## src/rtl/vt_pkg.sv

```systemverilog
package vt_pkg;
  localparam int DW = 8;
  localparam int SW = $clog2(DW);
  localparam int AW = 3;

  typedef logic [AW-1:0] addr_t;

  localparam addr_t A_CTRL = 3'd0;
  localparam addr_t A_CLO  = 3'd1;
  localparam addr_t A_CHI  = 3'd2;
  localparam addr_t A_RLO  = 3'd3;
  localparam addr_t A_RHI  = 3'd4;
  localparam addr_t A_STAT = 3'd5;

  typedef struct packed {
    logic          spare;
    logic [SW-1:0] wsel;
    logic          mode;
    logic          ext;
    logic          gate;
    logic          run;
  } ctrl_t;

  localparam int RST_WSEL = 4;
endpackage

```

## src/rtl/vt_sync.sv

```systemverilog
module vt_sync #(
  parameter int STAGES = 2,
  parameter logic INIT = 1'b0
) (
  input  logic clk,
  input  logic rst,
  input  logic d_i,
  output logic q_o
);
  logic [STAGES-1:0] chain;

  always_ff @(posedge clk) begin
    if (rst) chain <= {STAGES{INIT}};
    else     chain <= {chain[STAGES-2:0], d_i};
  end

  assign q_o = chain[STAGES-1];
endmodule

```

## src/rtl/vt_step.sv

```systemverilog
module vt_step #(
  parameter int SYNC_STAGES = 2
) (
  input  logic clk,
  input  logic rst,
  input  logic run_i,
  input  logic gate_en_i,
  input  logic ext_sel_i,
  input  logic tick_i,
  input  logic cnt_pin_i,
  input  logic gate_pin_i,
  output logic step_o
);
  logic pin_s, gate_s, pin_prev, fall;

  vt_sync #(.STAGES(SYNC_STAGES), .INIT(1'b1)) u_pin_sync (
    .clk(clk), .rst(rst), .d_i(cnt_pin_i), .q_o(pin_s)
  );

  vt_sync #(.STAGES(SYNC_STAGES), .INIT(1'b0)) u_gate_sync (
    .clk(clk), .rst(rst), .d_i(gate_pin_i), .q_o(gate_s)
  );

  always_ff @(posedge clk) begin
    if (rst) pin_prev <= 1'b1;
    else     pin_prev <= pin_s;
  end

  assign fall   = pin_prev & ~pin_s;
  assign step_o = run_i & (~gate_en_i | gate_s) & (ext_sel_i ? fall : tick_i);
endmodule

```

## src/rtl/vt_regs.sv

```systemverilog
module vt_regs
  import vt_pkg::*;
(
  input  logic          clk,
  input  logic          rst,
  input  logic          wr_en_i,
  input  addr_t         wr_addr_i,
  input  logic [DW-1:0] wr_data_i,
  input  logic          wrap_i,
  output ctrl_t         ctrl_o,
  output logic [DW-1:0] rel_lo_o,
  output logic [DW-1:0] rel_hi_o,
  output logic          ovf_o
);
  logic clr_req;

  assign clr_req = wr_en_i && (wr_addr_i == A_STAT) && !wr_data_i[0];

  always_ff @(posedge clk) begin
    if (rst) begin
      ctrl_o      <= '0;
      ctrl_o.wsel <= SW'(RST_WSEL);
      rel_lo_o    <= '0;
      rel_hi_o    <= '0;
    end else if (wr_en_i) begin
      case (wr_addr_i)
        A_CTRL: ctrl_o   <= ctrl_t'(wr_data_i);
        A_RLO:  rel_lo_o <= wr_data_i;
        A_RHI:  rel_hi_o <= wr_data_i;
        default: ;
      endcase
    end
  end

  always_ff @(posedge clk) begin
    if (rst)          ovf_o <= 1'b0;
    else if (wrap_i)  ovf_o <= 1'b1;
    else if (clr_req) ovf_o <= 1'b0;
  end
endmodule

```

## src/rtl/vt_count.sv

```systemverilog
module vt_count
  import vt_pkg::*;
(
  input  logic          clk,
  input  logic          rst,
  input  logic          step_i,
  input  logic          mode_i,
  input  logic [SW-1:0] wsel_i,
  input  logic          wr_lo_i,
  input  logic          wr_hi_i,
  input  logic [DW-1:0] wdata_i,
  input  logic [DW-1:0] rel_lo_i,
  input  logic [DW-1:0] rel_hi_i,
  output logic [DW-1:0] lo_o,
  output logic [DW-1:0] hi_o,
  output logic          wrap_o
);
  logic [DW-1:0]   mask, lo_n, hi_n, lo_inc;
  logic [2*DW-1:0] full_inc;
  logic            lo_full, hi_full, adv;

  always_comb begin
    for (int i = 0; i < DW; i++) mask[i] = (i <= int'(wsel_i));
  end

  assign lo_full  = &(lo_o | ~mask);
  assign hi_full  = &hi_o;
  assign adv      = step_i & ~wr_lo_i & ~wr_hi_i;
  assign lo_inc   = lo_o + 1'b1;
  assign full_inc = {hi_o, lo_o} + 1'b1;

  always_comb begin
    lo_n   = lo_o;
    hi_n   = hi_o;
    wrap_o = 1'b0;
    if (adv) begin
      if (!mode_i) begin
        if (lo_full) begin
          lo_n   = lo_o & ~mask;
          hi_n   = hi_o + 1'b1;
          wrap_o = hi_full;
        end else begin
          lo_n = (lo_o & ~mask) | (lo_inc & mask);
        end
      end else begin
        if (lo_full && hi_full && (&lo_o)) begin
          lo_n   = rel_lo_i;
          hi_n   = rel_hi_i;
          wrap_o = 1'b1;
        end else begin
          {hi_n, lo_n} = full_inc;
        end
      end
    end
    if (wr_lo_i) lo_n = wdata_i;
    if (wr_hi_i) hi_n = wdata_i;
  end

  always_ff @(posedge clk) begin
    if (rst) begin
      lo_o <= '0;
      hi_o <= '0;
    end else begin
      lo_o <= lo_n;
      hi_o <= hi_n;
    end
  end
endmodule

```

## src/rtl/vw_timer.sv

```systemverilog
module vw_timer
  import vt_pkg::*;
(
  input  logic          clk,
  input  logic          rst,
  input  logic          tick_i,
  input  logic          cnt_pin_i,
  input  logic          gate_pin_i,
  input  logic          wr_en_i,
  input  logic [AW-1:0] wr_addr_i,
  input  logic [DW-1:0] wr_data_i,
  output logic          ovf_o,
  output logic [DW-1:0] ctrl_o,
  output logic [DW-1:0] cnt_lo_o,
  output logic [DW-1:0] cnt_hi_o,
  output logic [DW-1:0] rel_lo_o,
  output logic [DW-1:0] rel_hi_o
);
  ctrl_t ctrl;
  logic  step_w, wrap_w, wr_lo, wr_hi;

  assign wr_lo  = wr_en_i && (wr_addr_i == A_CLO);
  assign wr_hi  = wr_en_i && (wr_addr_i == A_CHI);
  assign ctrl_o = DW'(ctrl);

  vt_regs u_regs (
    .clk(clk), .rst(rst), .wr_en_i(wr_en_i), .wr_addr_i(wr_addr_i),
    .wr_data_i(wr_data_i), .wrap_i(wrap_w), .ctrl_o(ctrl),
    .rel_lo_o(rel_lo_o), .rel_hi_o(rel_hi_o), .ovf_o(ovf_o)
  );

  vt_step #(.SYNC_STAGES(2)) u_step (
    .clk(clk), .rst(rst), .run_i(ctrl.run), .gate_en_i(ctrl.gate),
    .ext_sel_i(ctrl.ext), .tick_i(tick_i), .cnt_pin_i(cnt_pin_i),
    .gate_pin_i(gate_pin_i), .step_o(step_w)
  );

  vt_count u_count (
    .clk(clk), .rst(rst), .step_i(step_w), .mode_i(ctrl.mode),
    .wsel_i(ctrl.wsel), .wr_lo_i(wr_lo), .wr_hi_i(wr_hi),
    .wdata_i(wr_data_i), .rel_lo_i(rel_lo_o), .rel_hi_i(rel_hi_o),
    .lo_o(cnt_lo_o), .hi_o(cnt_hi_o), .wrap_o(wrap_w)
  );
endmodule

```

## config.mk

```make
export PLATFORM = sky130hd
export DESIGN_NAME = vw_timer
export DESIGN_NICKNAME = d
export VERILOG_FILES = /design/src/rtl/vt_pkg.sv /design/src/rtl/vt_sync.sv /design/src/rtl/vt_step.sv /design/src/rtl/vt_regs.sv /design/src/rtl/vt_count.sv /design/src/rtl/vw_timer.sv
export SDC_FILE = /design/constraint.sdc
export NUM_CORES = 1
export LEC_CHECK = 0
export BUFFER_PORTS_ARGS = -buffer_cell sky130_fd_sc_hd__buf_2
export CAP_MARGIN = 20
export CORE_ASPECT_RATIO = 0.5
export CORE_UTILIZATION = 28
export CTS_CLUSTER_SIZE = 14
export DETAILED_ROUTE_END_ITERATION = 8
export GPL_TIMING_DRIVEN = 0
export SETUP_SLACK_MARGIN = 0.02
export SYNTH_ARGS = -nofsm -noshare
export SYNTH_HDL_FRONTEND = slang
export SYNTH_SLANG_ARGS = --single-unit
```

## constraint.sdc

```tcl
create_clock -name clk -period 2.18 [get_ports clk]
set_clock_uncertainty 0.05 [all_clocks]
set_input_delay 0.109 -clock clk [delete_from_list [all_inputs] [get_ports clk]]
set_output_delay 0.109 -clock clk [all_outputs]
set_load 0.1 [all_outputs]
```

==> results by group <==
Worst setup path
  • Critical-path cell list: buf_2, nand4_1, nor2_1, xor2_1, mux2i_1, a311oi_2, a32o_1
  • Max Fanout on Critical Path: 9
  • Crit path buf inv count: 1
  • Top delay family on crit path: compound AO/OA/AOI/OAI gates
  • Critical Path RT: 2360 ps
  • Worst setup EP type: register
  • Startpoint Class: register
  • Crit-path slowest cell: a311oi_2
  • CP arrival: between 2000 and 2500 ps
  • Slowest stage delay, CP: about 370 ps
  • Critical path class: reg2reg

Synthesis
  • Post-synth top area share: 0.324
  • Top_reg_cell synth: dfxtp_1
  • Post-Synthesis Cell Area: 2840 µm²
  • Yosys warns: 0
  • Area contributors post-synth: dfxtp_1, nand2_1, a21oi_1, mux2i_1, xnor2_1
  • Synth Area per Inst: just under 8 µm²
  • Yosys reg bits: between 40 and 50
  • Post-synthesis sequential area ratio: 0.324
  • EDFF count, synth: 0
  • Synth unique cells: between 60 and 70
  • Asr flop ratio synth: 0
  • Mapped Nets: 380
  • Synth area leader: dfxtp_1
  • Mapped Cells: about 360

Global route
  • First-pass GRT wire length: roughly 15,000 µm
  • GR Util All Layers: 0.190
  • Antenna violations before repair: 0
  • Total gr overflow: 0
  • Vias in the first global route: between 2,000 and 3,000
  • Largest net degree at the start of global routing: 17

Finish
  • Proportion of layout cells with a drive suffix above 1: 0.306
  • Diodes inserted: 0
  • Commonest non-fill, non-tap cells in the layout: buf_2, nand2_1, a21oi_1
  • Commonest non-fill, non-tap cell in the layout: buf_2
  • Area grow syn2layout: 28.3%
  • Fin util: 0.378
  • Number of nets in the layout: between 400 and 500

Die
  • Core footprint: between 9000 and 10,000 µm²
  • Num ports: 58
  • Die height: between 70 and 80 µm
  • Full die area: roughly 11,000 µm²
  • Std cell rows: 25
  • Initial Utilization: 0.295
  • Die X: 144 µm

Detailed routing
  • DR WL/cell: approximately 17 µm
  • Vias per inst: approximately 5.4
  • # DRC: 0
  • Drt pass-1 iters: 5
  • Drt initial violations: between 200 and 300
  • DRT antenna net count: 0
  • Routed wire length: roughly 9800 µm
  • Vias after detailed routing: 3,070

Status
  • Outcome: finished, final reports clean

Placed design
  • Post-DP HPWL: about 7100 µm
  • Pre-CTS setup slack: -295 ps
  • Port bufs: 57
  • GPL Wtd Cong: ~0.90

Clock network
  • CTS tree: done
  • Worst skew pair latency: 300 ps
  • H-tree depth: 2
  • Total CTS buffers: 5
  • CTS Buffer Depth: 2
  • Clock sinks: between 40 and 50
  • Root Driver: clkbuf_16
  • Worst-path clk slew: 80 ps

Timing
  • Total Neg Setup Slack: 0 ps
  • Worst setup margin: 33.0 ps
  • Final setup violation count: 0
  • Measured slew at the worst slew-check pin: between 800 and 900 ps
  • Final hold vios: 0
  • Rel. slew slack: 0.416
  • Final min period: 2150 ps
  • RSZ-0062 raised after global routing: yes
  • Pins Over Slew Limit: 0
  • Fmax: between 0.4 and 0.5 GHz
  • Final period util: 0.985

Job
  • Max Cap Violations: 0

Power
  • Leakage power total: between 1 and 1.5 nW
  • Maximum VDD drop: around 370 µV
  • Power Density: approximately 540 nW/µm²

Hold path
  • Hold Path Class: in2reg
synthesized netlist by cell type, drive strengths merged, types with 2 or more instances:
library cell	instances
o41ai	2
o31a	3
and3	9
nor3	7
o21ai	10
clkbuf	13
nand3b	3
and2	2
a311oi	2
nand4	5
nand2b	5
a21oi	42
nor2	19
a2111oi	3
dfxtp	46
xor2	3
mux2i	11
a311o	3
a221oi	5
a211oi	9
or3	3
or2	5
xnor2	9
a32o	3
inv	8
nand2	58
nor2b	8
nor3b	4
and4	2
a31oi	2
ha	2
o31ai	5
nand3	16
buf	14
o211ai	6
final cells by class:
type	instances	area, µm²
Inverter	8	30.0
Sequential cell	46	975
Clock inverter	3	25.0
Clock buffer	5	125
Tap cell	135	169
Buffer	24	148
Multi-Input combinational cell	280	1820
Fill cell	1038	5990
Timing Repair Buffer	66	358
worst register-to-register path, cell delays in order, from the launching register on:
cell and delay (ps):
dfxtp_4 340, buf_2 210, nand4_1 250, nor2_1 270
xor2_1 270, mux2i_1 130, a311oi_2 370, a32o_1 180
final timing paths:
kind                                                  from                          to  slack, ps  depth (start not counted)
worst max register to register                    register                    register         30                          7
worst min-delay path                          wr_data_i[7]          u_regs.rel_lo_o[7]         60                          3
worst max-delay path                              register                    register         30                          7
worst min register to register  u_step.u_pin_sync.chain[0]  u_step.u_pin_sync.chain[1]        370                          1
metal layers:
| layer | share of wire | track usage | vias to the layer above |
|---|---|---|---|
| li1 | - | - | 1461 |
| met1 | 0.47 | 0.271 | 1450 |
| met2 | 0.42 | 0.275 | 148 |
| met3 | 0.098 | 0.0548 | 11 |
| met4 | 0.012 | 0.0561 | 0 |
| met5 | 0 | 0 | - |
power breakdown:
part | internal (W) | switching [W]
Clock | 0.000432 | 0.000377
Sequential | 0.000846 | 0.0000212
Combinational | 0.0000689 | 0.000212
through the flow:
stage / instances / hold WS (ps) / instance area [µm²] / power, W
finish: 567 / 62.0 / 3650 / 0.00196
global route: 567 / 67.1 / 3650 / 0.00203
CTS: 565 / 59.8 / 3580 / 0.00195
detailed placement: 553 / 253 / 3360 / 0.00116
global placement: 553 / 248 / 3360 / 0.00115
floorplan: 361 / 163 / 2910 / 0.00107
cell families after synthesis:
kind of cell               Yosys count  synth area share
muxes                               11            0.0387
xor gates and xnor gates            12            0.0370
AOI/OAI and AO/OA                  108             0.265
adders and majority gates            2           0.00880
and+or+nand+nor                    147             0.260
DFF                                 46             0.324
buffers and inverters               35            0.0660
repair_timing:
| item | in CTS | in global routing |
|---|---|---|
| hold buffers | 2 | 0 |
| buffers inserted | 5 | 2 |
| endpoints found under the setup margin | 17 | 12 |
| pin swaps | 1 | 3 |
| endpoints found under the hold margin | 2 | 0 |
| resized for setup | 7 | 13 |
No activity file was read; power rests on OpenSTA's default activity.
